==> config.mk <==
export PLATFORM = sky130hd
export DESIGN_NAME = mdio_frame_master
export DESIGN_NICKNAME = d
export VERILOG_FILES = /design/src/rtl/mdio_pkg.sv /design/src/rtl/mdio_mdc_gen.sv /design/src/rtl/mdio_shift_engine.sv /design/src/rtl/mdio_frame_master.sv
export SDC_FILE = /design/constraint.sdc
export NUM_CORES = 1
export LEC_CHECK = 0
export ABC_AREA = 1
export BUFFER_PORTS_ARGS = -buffer_cell sky130_fd_sc_hd__buf_2
export CAP_MARGIN = 20
export CORE_AREA = 2 2 156 158
export DETAILED_ROUTE_END_ITERATION = 7
export DIE_AREA = 0 0 158 160
export GPL_ROUTABILITY_DRIVEN = 0
export PLACE_DENSITY = 0.46
export SLEW_MARGIN = 0
export SYNTH_ARGS = -nofsm -noshare
export SYNTH_HDL_FRONTEND = slang
export SYNTH_SLANG_ARGS = --single-unit
==> constraint.sdc <==
create_clock -name clk -period 2.35 [get_ports clk]
set_input_delay 0.1175 -clock clk [delete_from_list [all_inputs] [get_ports clk]]
set_output_delay 0.1175 -clock clk [all_outputs]
set_load 0.005 [all_outputs]
==> src/rtl/mdio_pkg.sv <==
package mdio_pkg;

  localparam int unsigned FRAME_W = 32;
  localparam int unsigned DATA_W  = 16;

  localparam logic [1:0] OPC_READ  = 2'b10;
  localparam logic [1:0] OPC_WRITE = 2'b01;

  // opcode lives in frame bits 29:28
  function automatic logic frame_is_read(input logic [FRAME_W-1:0] f);
    return f[29:28] == OPC_READ;
  endfunction

  // bit position (counted from the first preamble bit) where a read stops driving:
  // the second turnaround bit and everything after it
  function automatic logic drive_off(input logic rd, input int unsigned pos,
                                     input int unsigned pre);
    return rd && (pos >= pre + 15);
  endfunction

  // bit positions whose rising MDC edge captures read data
  function automatic logic capture_slot(input logic rd, input int unsigned pos,
                                        input int unsigned pre);
    return rd && (pos >= pre + 16);
  endfunction

  // upper fields kept, low half replaced by the captured word
  function automatic logic [FRAME_W-1:0] merge_read(input logic [FRAME_W-1:0] f,
                                                    input logic [DATA_W-1:0] d);
    return {f[FRAME_W-1:DATA_W], d};
  endfunction

endpackage

==> src/rtl/mdio_mdc_gen.sv <==
module mdio_mdc_gen #(
  parameter int unsigned DIV_W = 8
) (
  input  logic             clk,
  input  logic             rst_n,
  input  logic             run,
  input  logic [DIV_W-1:0] half_div,
  output logic             mdc,
  output logic             rise_tick,
  output logic             fall_tick
);

  logic [DIV_W-1:0] cnt_q;
  logic             wrap;

  assign wrap      = run && (cnt_q == half_div);
  assign rise_tick = wrap && !mdc;
  assign fall_tick = wrap && mdc;

  always_ff @(posedge clk or negedge rst_n) begin
    if (!rst_n) begin
      cnt_q <= '0;
      mdc   <= 1'b0;
    end else if (!run) begin
      cnt_q <= '0;
      mdc   <= 1'b0;
    end else if (wrap) begin
      cnt_q <= '0;
      mdc   <= ~mdc;
    end else begin
      cnt_q <= cnt_q + 1'b1;
    end
  end

endmodule

==> src/rtl/mdio_shift_engine.sv <==
module mdio_shift_engine
  import mdio_pkg::*;
#(
  parameter int unsigned PRE_LEN = 32
) (
  input  logic               clk,
  input  logic               rst_n,
  input  logic               start,
  input  logic [FRAME_W-1:0] frame,
  input  logic               rise_tick,
  input  logic               fall_tick,
  input  logic               mdio_in,
  output logic               busy,
  output logic               mdio_out,
  output logic               mdio_drive,
  output logic               finish,
  output logic               rd_op,
  output logic [DATA_W-1:0]  rd_data
);

  localparam int unsigned TOT   = PRE_LEN + FRAME_W;
  localparam int unsigned IDX_W = $clog2(TOT);
  localparam logic [IDX_W-1:0] LAST = IDX_W'(TOT - 1);

  logic [TOT-1:0]   sh_q;
  logic [IDX_W-1:0] idx_q;
  logic [IDX_W-1:0] idx_nxt;
  logic             oe_q;

  assign idx_nxt    = idx_q + 1'b1;
  assign finish     = busy && fall_tick && (idx_q == LAST);
  assign mdio_out   = busy ? sh_q[TOT-1] : 1'b1;
  assign mdio_drive = oe_q;

  always_ff @(posedge clk or negedge rst_n) begin
    if (!rst_n) begin
      sh_q    <= '0;
      idx_q   <= '0;
      busy    <= 1'b0;
      oe_q    <= 1'b0;
      rd_op   <= 1'b0;
      rd_data <= '0;
    end else if (start) begin
      sh_q    <= {{PRE_LEN{1'b1}}, frame};
      idx_q   <= '0;
      busy    <= 1'b1;
      oe_q    <= 1'b1;
      rd_op   <= frame_is_read(frame);
      rd_data <= '0;
    end else if (busy) begin
      if (fall_tick) begin
        if (idx_q == LAST) begin
          busy <= 1'b0;
          oe_q <= 1'b0;
        end else begin
          idx_q <= idx_nxt;
          sh_q  <= sh_q << 1;
          oe_q  <= !drive_off(rd_op, int'(idx_nxt), PRE_LEN);
        end
      end
      if (rise_tick && capture_slot(rd_op, int'(idx_q), PRE_LEN)) begin
        rd_data <= {rd_data[DATA_W-2:0], mdio_in};
      end
    end
  end

endmodule

==> src/rtl/mdio_frame_master.sv <==
module mdio_frame_master
  import mdio_pkg::*;
#(
  parameter int unsigned DIV_W       = 8,
  parameter int unsigned SPEED_RESET = 3,
  parameter int unsigned PRE_LEN     = 32,
  localparam int unsigned CTL_W      = DIV_W + 2
) (
  input  logic               clk,
  input  logic               rst_n,
  input  logic               frame_wr,
  input  logic [FRAME_W-1:0] frame_wdata,
  output logic [FRAME_W-1:0] frame_rdata,
  input  logic               ctl_wr,
  input  logic [CTL_W-1:0]   ctl_wdata,
  output logic [CTL_W-1:0]   ctl_rdata,
  output logic               mdc,
  output logic               mdio_o,
  output logic               mdio_oe,
  input  logic               mdio_i
);

  localparam int unsigned DONE_BIT = DIV_W;

  logic [FRAME_W-1:0] frame_q;
  logic [DIV_W-1:0]   speed_q;
  logic [DIV_W-1:0]   run_div_q;
  logic               done_q;
  logic               busy;
  logic               start;
  logic               finish;
  logic               rd_op;
  logic [DATA_W-1:0]  rd_data;
  logic               rise_tick;
  logic               fall_tick;
  logic               done_clr_req;

  assign start        = frame_wr && !busy;
  assign done_clr_req = ctl_wr && ctl_wdata[DONE_BIT];

  mdio_mdc_gen #(.DIV_W(DIV_W)) u_mdc (
    .clk       (clk),
    .rst_n     (rst_n),
    .run       (busy),
    .half_div  (run_div_q),
    .mdc       (mdc),
    .rise_tick (rise_tick),
    .fall_tick (fall_tick)
  );

  mdio_shift_engine #(.PRE_LEN(PRE_LEN)) u_shift (
    .clk        (clk),
    .rst_n      (rst_n),
    .start      (start),
    .frame      (frame_wdata),
    .rise_tick  (rise_tick),
    .fall_tick  (fall_tick),
    .mdio_in    (mdio_i),
    .busy       (busy),
    .mdio_out   (mdio_o),
    .mdio_drive (mdio_oe),
    .finish     (finish),
    .rd_op      (rd_op),
    .rd_data    (rd_data)
  );

  always_ff @(posedge clk or negedge rst_n) begin
    if (!rst_n) begin
      frame_q   <= '0;
      speed_q   <= DIV_W'(SPEED_RESET);
      run_div_q <= DIV_W'(SPEED_RESET);
      done_q    <= 1'b0;
    end else begin
      if (start) begin
        frame_q   <= frame_wdata;
        run_div_q <= speed_q;
      end else if (finish && rd_op) begin
        frame_q <= merge_read(frame_q, rd_data);
      end
      if (ctl_wr) begin
        speed_q <= ctl_wdata[DIV_W-1:0];
      end
      if (finish) begin
        done_q <= 1'b1;
      end else if (done_clr_req) begin
        done_q <= 1'b0;
      end
    end
  end

  assign frame_rdata = frame_q;
  assign ctl_rdata   = {busy, done_q, speed_q};

endmodule

==> reports/metrics.yaml, run 1 <==
outcome: "finished, final reports clean"
vias_per_cell: 4.36
rows: 57
grt_pass1_wl_mm: 26.8
wire_per_inst_microns: 12.7
track_usage: 0.133
first_global_vias: 5282
cts_max_path_buffers: 2
p_sw_mw: 2.42
switching_share: 0.304
clk_latency_ns: 0.42
initial_core_util: 0.274
io_pins: 92
slowest_delay_ns: 0.53
ant_nets: 0
hold_class: "input pin to flip-flop"
h-tree-depth: 4
die_w_microns: 158
cap_violations: 0
cts-root-buf: "clkbuf_16"
yosys_warnings: 0
crit_path_frequent_cell: "nand2_1"
seqCellArea_sq_um: 3680
finClkSkew_ns: 0.0138
antenna_cells: 0
cts_buffers: 17
fin_crit_ns: 1.96
dp_slack_ns: 0.386
power_frac_seq: 0.472
leakagePower_nw: 4.25
fmax_ghz: 0.510
grt_remaining_overflow: 0
multiInputGateArea_sq_um: 2340
cts.clk_slew.worst_paths_ns: 0.07
synth.top_cell.area_share: 0.549
slowest_stage: "dfstp_2"
antenna_found_initial: 0
power_frac_comb: 0.202
tightestPinTransition_ns: 0.730
drt_iter0_markers: 353
vias: 5357
layout_commonest_cell: "nand2_1"
drc: 0
setup_slack_ns: 0.391
grt_max_degree: 113
setup_viol_count_final: 0
dp.cells: 1170
dpl-instance-area_sq_um: 7330
nNetsFinal: 944
fin_area_sq_um: 8170
pwr-share-clk: 0.326
endpoint_kind: "flip-flop"
n_fill_cell: 2573
area_growth_pct: 25.4
syn_area_sq_um: 6520
ys_types: 27
ys_top_cells_by_area: "dfrtp_1, nand2_1, o21ai_0, nand3_1, inv_1"
numPortBuffers: 90
power_density_nw_per_um2: 972
critPathLaunchType: "flip-flop"
rsz0062_at_grt: "no"
final_cell_mix: "nand2_1, dfrtp_1, buf_2"
wirelength_mm: 15.6
synth.avg_cell_area_sq_um: 8.30
stdcell_count: 1230
cp_max_fo: 92
hold_buffers: 29
synth-seq-cells: 147
hpwlAfterDp_mm: 9.60
critPathKind: "flip-flop to flip-flop"
synth_cells: 785
drtPass1Iterations: 4
drive_gt1_frac: 0.174
syn_nets: 835
cts_setup_buffers: 0
intPower_mw: 5.53
dieArea_sq_um: 25300
die_h_microns: 160
fin_crit_sh: 0.834
synth_top_cell_by_area: "dfrtp_1"
cts.sinks: 147
total_power_mw: 7.95
relSlewSlack: 0.513
core-area_sq_um: 23800
cts_tree: "built"
maxSlewViolCount: 0
required_ns: 2.71
crit_chain: "inv_1 -> nand2_1 -> nand2_1 -> nor2_1 -> nand2_1 -> nor2_4 -> nand3_4 -> nand2_2 -> buf_12 -> o21ai_0 -> nand2_1"
finalSetupTns_ns: 0
irDropWorstVdd_uv: 340
cts.repair.resized: 0
critPathArrivalTime_ns: 2.32
hold_viol: 0
yosysSeqAreaShare: 0.565
[cell families after synthesis]
| group | Yosys count | synth area share |
|---|---|---|
| and+or+nand+nor | 391 | 0.245 |
| DFF | 147 | 0.565 |
| buffers and inverters | 118 | 0.0764 |
| AOI/OAI and AO/OA | 113 | 0.0868 |
| muxes | 8 | 0.0138 |
| xor gates and xnor gates | 5 | 0.00672 |
| adders and majority gates | 3 | 0.00576 |
[flip-flops by register name (all words and copies together) (netlist names)]
name / count
u_shift.sh_q: 64
frame_rdata: 32
u_shift.rd_data: 16
run_div_q: 8
speed_q: 8
u_mdc.cnt_q: 8
u_shift.idx_q: 6
done_q: 1
u_mdc.mdc: 1
u_shift.busy: 1
u_shift.mdio_drive: 1
u_shift.rd_op: 1
[per-stage QoR]
stage | utilization | hold slack, ns
2_1_floorplan | - | -0.178
3_3_place_gp | 0.308 | 0.221
3_5_place_dp | 0.308 | 0.208
4_1_cts | 0.343 | 0.000726
5_1_grt | 0.343 | 0.0400
6_report | 0.343 | 0.0148
[synthesized netlist by cell type]
master / instances
nand2_1: 298
nand3_1: 68
mux2_2: 8
buf_4: 12
buf_6: 1
ha_1: 3
nand2_2: 1
nor3_1: 1
inv_1: 71
buf_2: 2
nor2_1: 17
or2_2: 1
clkinv_1: 1
nand4_2: 1
o21ai_1: 41
nand3_4: 1
o21ai_0: 70
a21oi_1: 2
dfstp_2: 4
nand4_1: 1
dfrtp_1: 143
buf_1: 6
xor2_1: 5
nor2_4: 1
inv_2: 3
nand3_2: 1
clkbuf_1: 22
[final cells by class]
type,instances,area share
Clock buffer,18,0.0525
Clock inverter,13,0.0155
Inverter,75,0.0344
Multi-Input combinational cell,520,0.287
Sequential cell,147,0.451
Tap cell,324,0.0496
Timing Repair Buffer,133,0.110
[per-layer routing]
layer / wire length, microns / GRT usage
met1: 7890 / 0.187
met2: 6980 / 0.201
met3: 621 / 0.0369
met4: 70 / 0.0356
met5: 0 / 0
[path summary, 6_finish.rpt]
kind                            startpoint  cells after the start                to  slack (ns)
min reg2reg                frame_rdata[31]                      2   frame_rdata[31]        0.46
max                           run_div_q[0]                     11  u_shift.sh_q[61]        0.39
max reg2reg                   run_div_q[0]                     11  u_shift.sh_q[61]        0.39
min in group asynchronous            rst_n                      2      u_shift.busy        0.29
max in group asynchronous            rst_n                      3    frame_rdata[3]        1.29
min                         frame_wdata[7]                      5    frame_rdata[7]        0.01
[power groups by stage]
stage	combinational, mW	sequential [mW]	clock, mW
after floorplan	1.15	3.71	0
after global placement	1.57	3.78	0
after detailed placement	1.60	3.79	0
after CTS	1.65	3.76	2.68
after global routing	1.93	3.86	2.79
final	1.61	3.75	2.59
[critical path, delay by kind of cell, from the launching register on]
| kind | cells | cell delay, ns |
|---|---|---|
| AND/OR/NAND/NOR | 8 | 0.82 |
| buffers and inverters | 2 | 0.36 |
| flip-flops | 1 | 0.53 |
| AO/OA/AOI/OAI | 1 | 0.16 |
(Power assumes the default switching activity.)
==> inputs of run 2 (changes only) <==
--- a/config.mk
+++ b/config.mk
@@ -5,14 +5,14 @@
 export SDC_FILE = /design/constraint.sdc
 export NUM_CORES = 1
 export LEC_CHECK = 0
-export ABC_AREA = 1
+export ABC_AREA = 0
 export BUFFER_PORTS_ARGS = -buffer_cell sky130_fd_sc_hd__buf_2
 export CAP_MARGIN = 20
-export CORE_AREA = 2 2 156 158
+export CORE_AREA = 2 2 153 155
 export DETAILED_ROUTE_END_ITERATION = 7
-export DIE_AREA = 0 0 158 160
+export DIE_AREA = 0 0 155 157
 export GPL_ROUTABILITY_DRIVEN = 0
-export PLACE_DENSITY = 0.46
+export PLACE_DENSITY = 0.48
 export SLEW_MARGIN = 0
 export SYNTH_ARGS = -nofsm -noshare
 export SYNTH_HDL_FRONTEND = slang
==> constraint.sdc (replaced) <==
create_clock -name clk -period 1.6 [get_ports clk]
set_input_delay 0.08 -clock clk [delete_from_list [all_inputs] [get_ports clk]]
set_output_delay 0.08 -clock clk [all_outputs]
set_load 0.005 [all_outputs]
==> reports/metrics.yaml, run 2 <==
die_w_microns: 155
cap_violations: 0
hold-path-cell-count: 4
largest_register_ff_count: 64
setup_viol_count_final: 105
seqCellArea_sq_um: 3680
setup_slack_ns: -0.246
power_density_nw_per_um2: 1420
ys_top_cells_by_area: "dfrtp_1, nand2_1, nand3_1, mux2i_1, nor2_1"
fmax_ghz: 0.542
tightestPinTransition_ns: 0.403
wirelength_mm: 15.5
crit_chain: "xor2_1 -> nor4_4 -> nand4_1 -> buf_4 -> or4_1 -> nand2_1"
rows: 55
final_cell_mix: "nand2_1, dfrtp_1, buf_2"
synth_cells: 637
synth_common_cells: "nand2_1, dfrtp_1, nand3_1"
cts.sinks: 147
synth_edf_count: 0
cts_buffers: 17
fin_crit_ns: 1.85
track_usage: 0.135
power_frac_comb: 0.207
first_global_vias: 5025
crit-reg2reg-launch: "u_mdc.cnt_q[6]"
slowest_delay_ns: 0.50
grt_pass1_wl_mm: 26.2
ys.flop_type: "dfrtp_1"
outcome: "finished, violations left"
grt_remaining_overflow: 0
cts.clk_slew.worst_paths_ns: 0.06
h-tree-depth: 4
initial_core_util: 0.277
yosysMostFrequentCell: "nand2_1"
crit_start: "u_mdc.cnt_q[6]"
vias_per_cell: 4.57
numPortBuffers: 90
ant_nets: 0
leakagePower_nw: 4.40
slowest_stage: "or4_1"
area_growth_pct: 39.6
synth.top_cell.area_share: 0.574
p_sw_mw: 3.47
power_frac_seq: 0.436
yosys_warnings: 0
multiInputGateArea_sq_um: 2460
cp_max_fo: 4
wire_per_inst_microns: 14.1
fin_crit_sh: 1.15
required_ns: 1.97
hold_viol: 0
critPathKind: "flip-flop to flip-flop"
synth_top_cell_by_area: "dfrtp_1"
antenna_cells: 0
ff2ff_path_depth: 6
synth-seq-cells: 147
drive_gt1_frac: 0.261
critPathLaunchType: "flip-flop"
endpoint_kind: "flip-flop"
antenna_found_initial: 0
yosysSeqAreaShare: 0.591
syn_area_sq_um: 6240
relSlewSlack: 0.731
regMostFlops: "u_shift.sh_q"
cts_max_path_buffers: 2
layout_commonest_cell: "nand2_1"
drt_iter0_markers: 283
pwr-share-clk: 0.357
finalSetupTns_ns: -16.05
die_h_microns: 157
hpwlAfterDp_mm: 10.3
maxSlewViolCount: 0
critPathArrivalTime_ns: 2.21
hold_class: "input pin to flip-flop"
finClkSkew_ns: 0.0102
cts-root-buf: "clkbuf_16"
irDropWorstVdd_uv: 787
grt_max_degree: 41
synth.avg_cell_area_sq_um: 9.79
ys_types: 43
failed_checks: "setup timing"
holdCritStartpoint: "frame_wdata[14]"
drtPass1Iterations: 5
async_reset_ff_frac: 1.00
vias: 5033
core-area_sq_um: 22500
dieArea_sq_um: 24300
cts_tree: "built"
syn_nets: 687
total_power_mw: 12.3
n_fill_cell: 2185
nNetsFinal: 855
rsz0062_at_grt: "yes"
switching_share: 0.281
intPower_mw: 8.88
clk_latency_ns: 0.43
io_pins: 92
utilization: 0.387
drc: 0
[run 2: changes by cell type after synthesis, moves of 31 or more]
cell     previous run  this run
inv_1              71         1
mux2i_1             0        32
nand2_1           298       186
nor2_1             17        48
o21ai_0            70         3
o21ai_1            41         0
[run 2: logic make-up after synthesis]
kind of cell / count (synthesis) / share of synthesized area
compound gates: 54 / 0.0502
xor+xnor: 17 / 0.0239
fa+ha+maj: 4 / 0.00763
buf+inv: 43 / 0.0315
flops: 147 / 0.591
mux: 40 / 0.0658
simple gates: 332 / 0.230
[run 2: worst paths after layout]
kind	to	slack (ns)
worst max-delay path	u_shift.idx_q[3]	-0.25
max in group asynchronous	speed_q[1]	0.85
worst max register to register	u_shift.idx_q[3]	-0.25
worst min-delay path	u_shift.sh_q[14]	0.05
min in group asynchronous	frame_rdata[22]	0.13
worst min register to register	run_div_q[1]	0.46
[run 2: power by group through the flow]
stage	Combinational [mW]	Sequential [mW]	Clock, mW
final	2.55	5.38	4.41
after global routing	2.94	5.53	4.69
after CTS	2.57	5.38	4.55
after detailed placement	2.40	5.42	0
after global placement	2.35	5.44	0
after floorplan	1.46	5.36	0
[run 2: final cells by class]
type,instances,area share
Inverter,1,0.000431
Clock inverter,14,0.0260
Timing Repair Buffer,191,0.178
Multi-Input combinational cell,447,0.283
Sequential cell,147,0.423
Tap cell,285,0.0409
Clock buffer,17,0.0489
[run 2: worst max-delay path: cells and delay by family, from the launching register on]
family	cells	cell delay [ns]
flip-flops	1	0.38
buffers and inverters	1	0.18
AND/OR/NAND/NOR	4	1.04
XOR/XNOR	1	0.18
[run 2: metrics by stage]
stage	setup slack, ns	std cells	area [sq um]	hold slack, ns
global placement	-0.218	1025	7440	0.0265
floorplan	-0.300	637	6320	-0.216
CTS	-0.238	1101	8670	0.0317
global route	-0.319	1102	8710	0.0384
finish	-0.246	1102	8710	0.0526
detailed placement	-0.252	1025	7440	0.0214
[run 2: timing repair]
action | in CTS | in global routing
cloned | 2 | 0
resized for setup | 17 | 8
setup endpoints to repair | 113 | 114
endpoints found under the hold margin | 215 | 0
setup buffers | 1 | 1
pin swaps | 2 | 4
hold buffers | 42 | 0
[run 2: metal layers]
metal | track usage | vias to the layer above | share of wire
met5 | 0 | - | 0
met4 | 0.0450 | 0 | 0.016
met3 | 0.0270 | 20 | 0.029
met2 | 0.217 | 89 | 0.47
met1 | 0.182 | 2463 | 0.48
li1 | - | 2461 | -
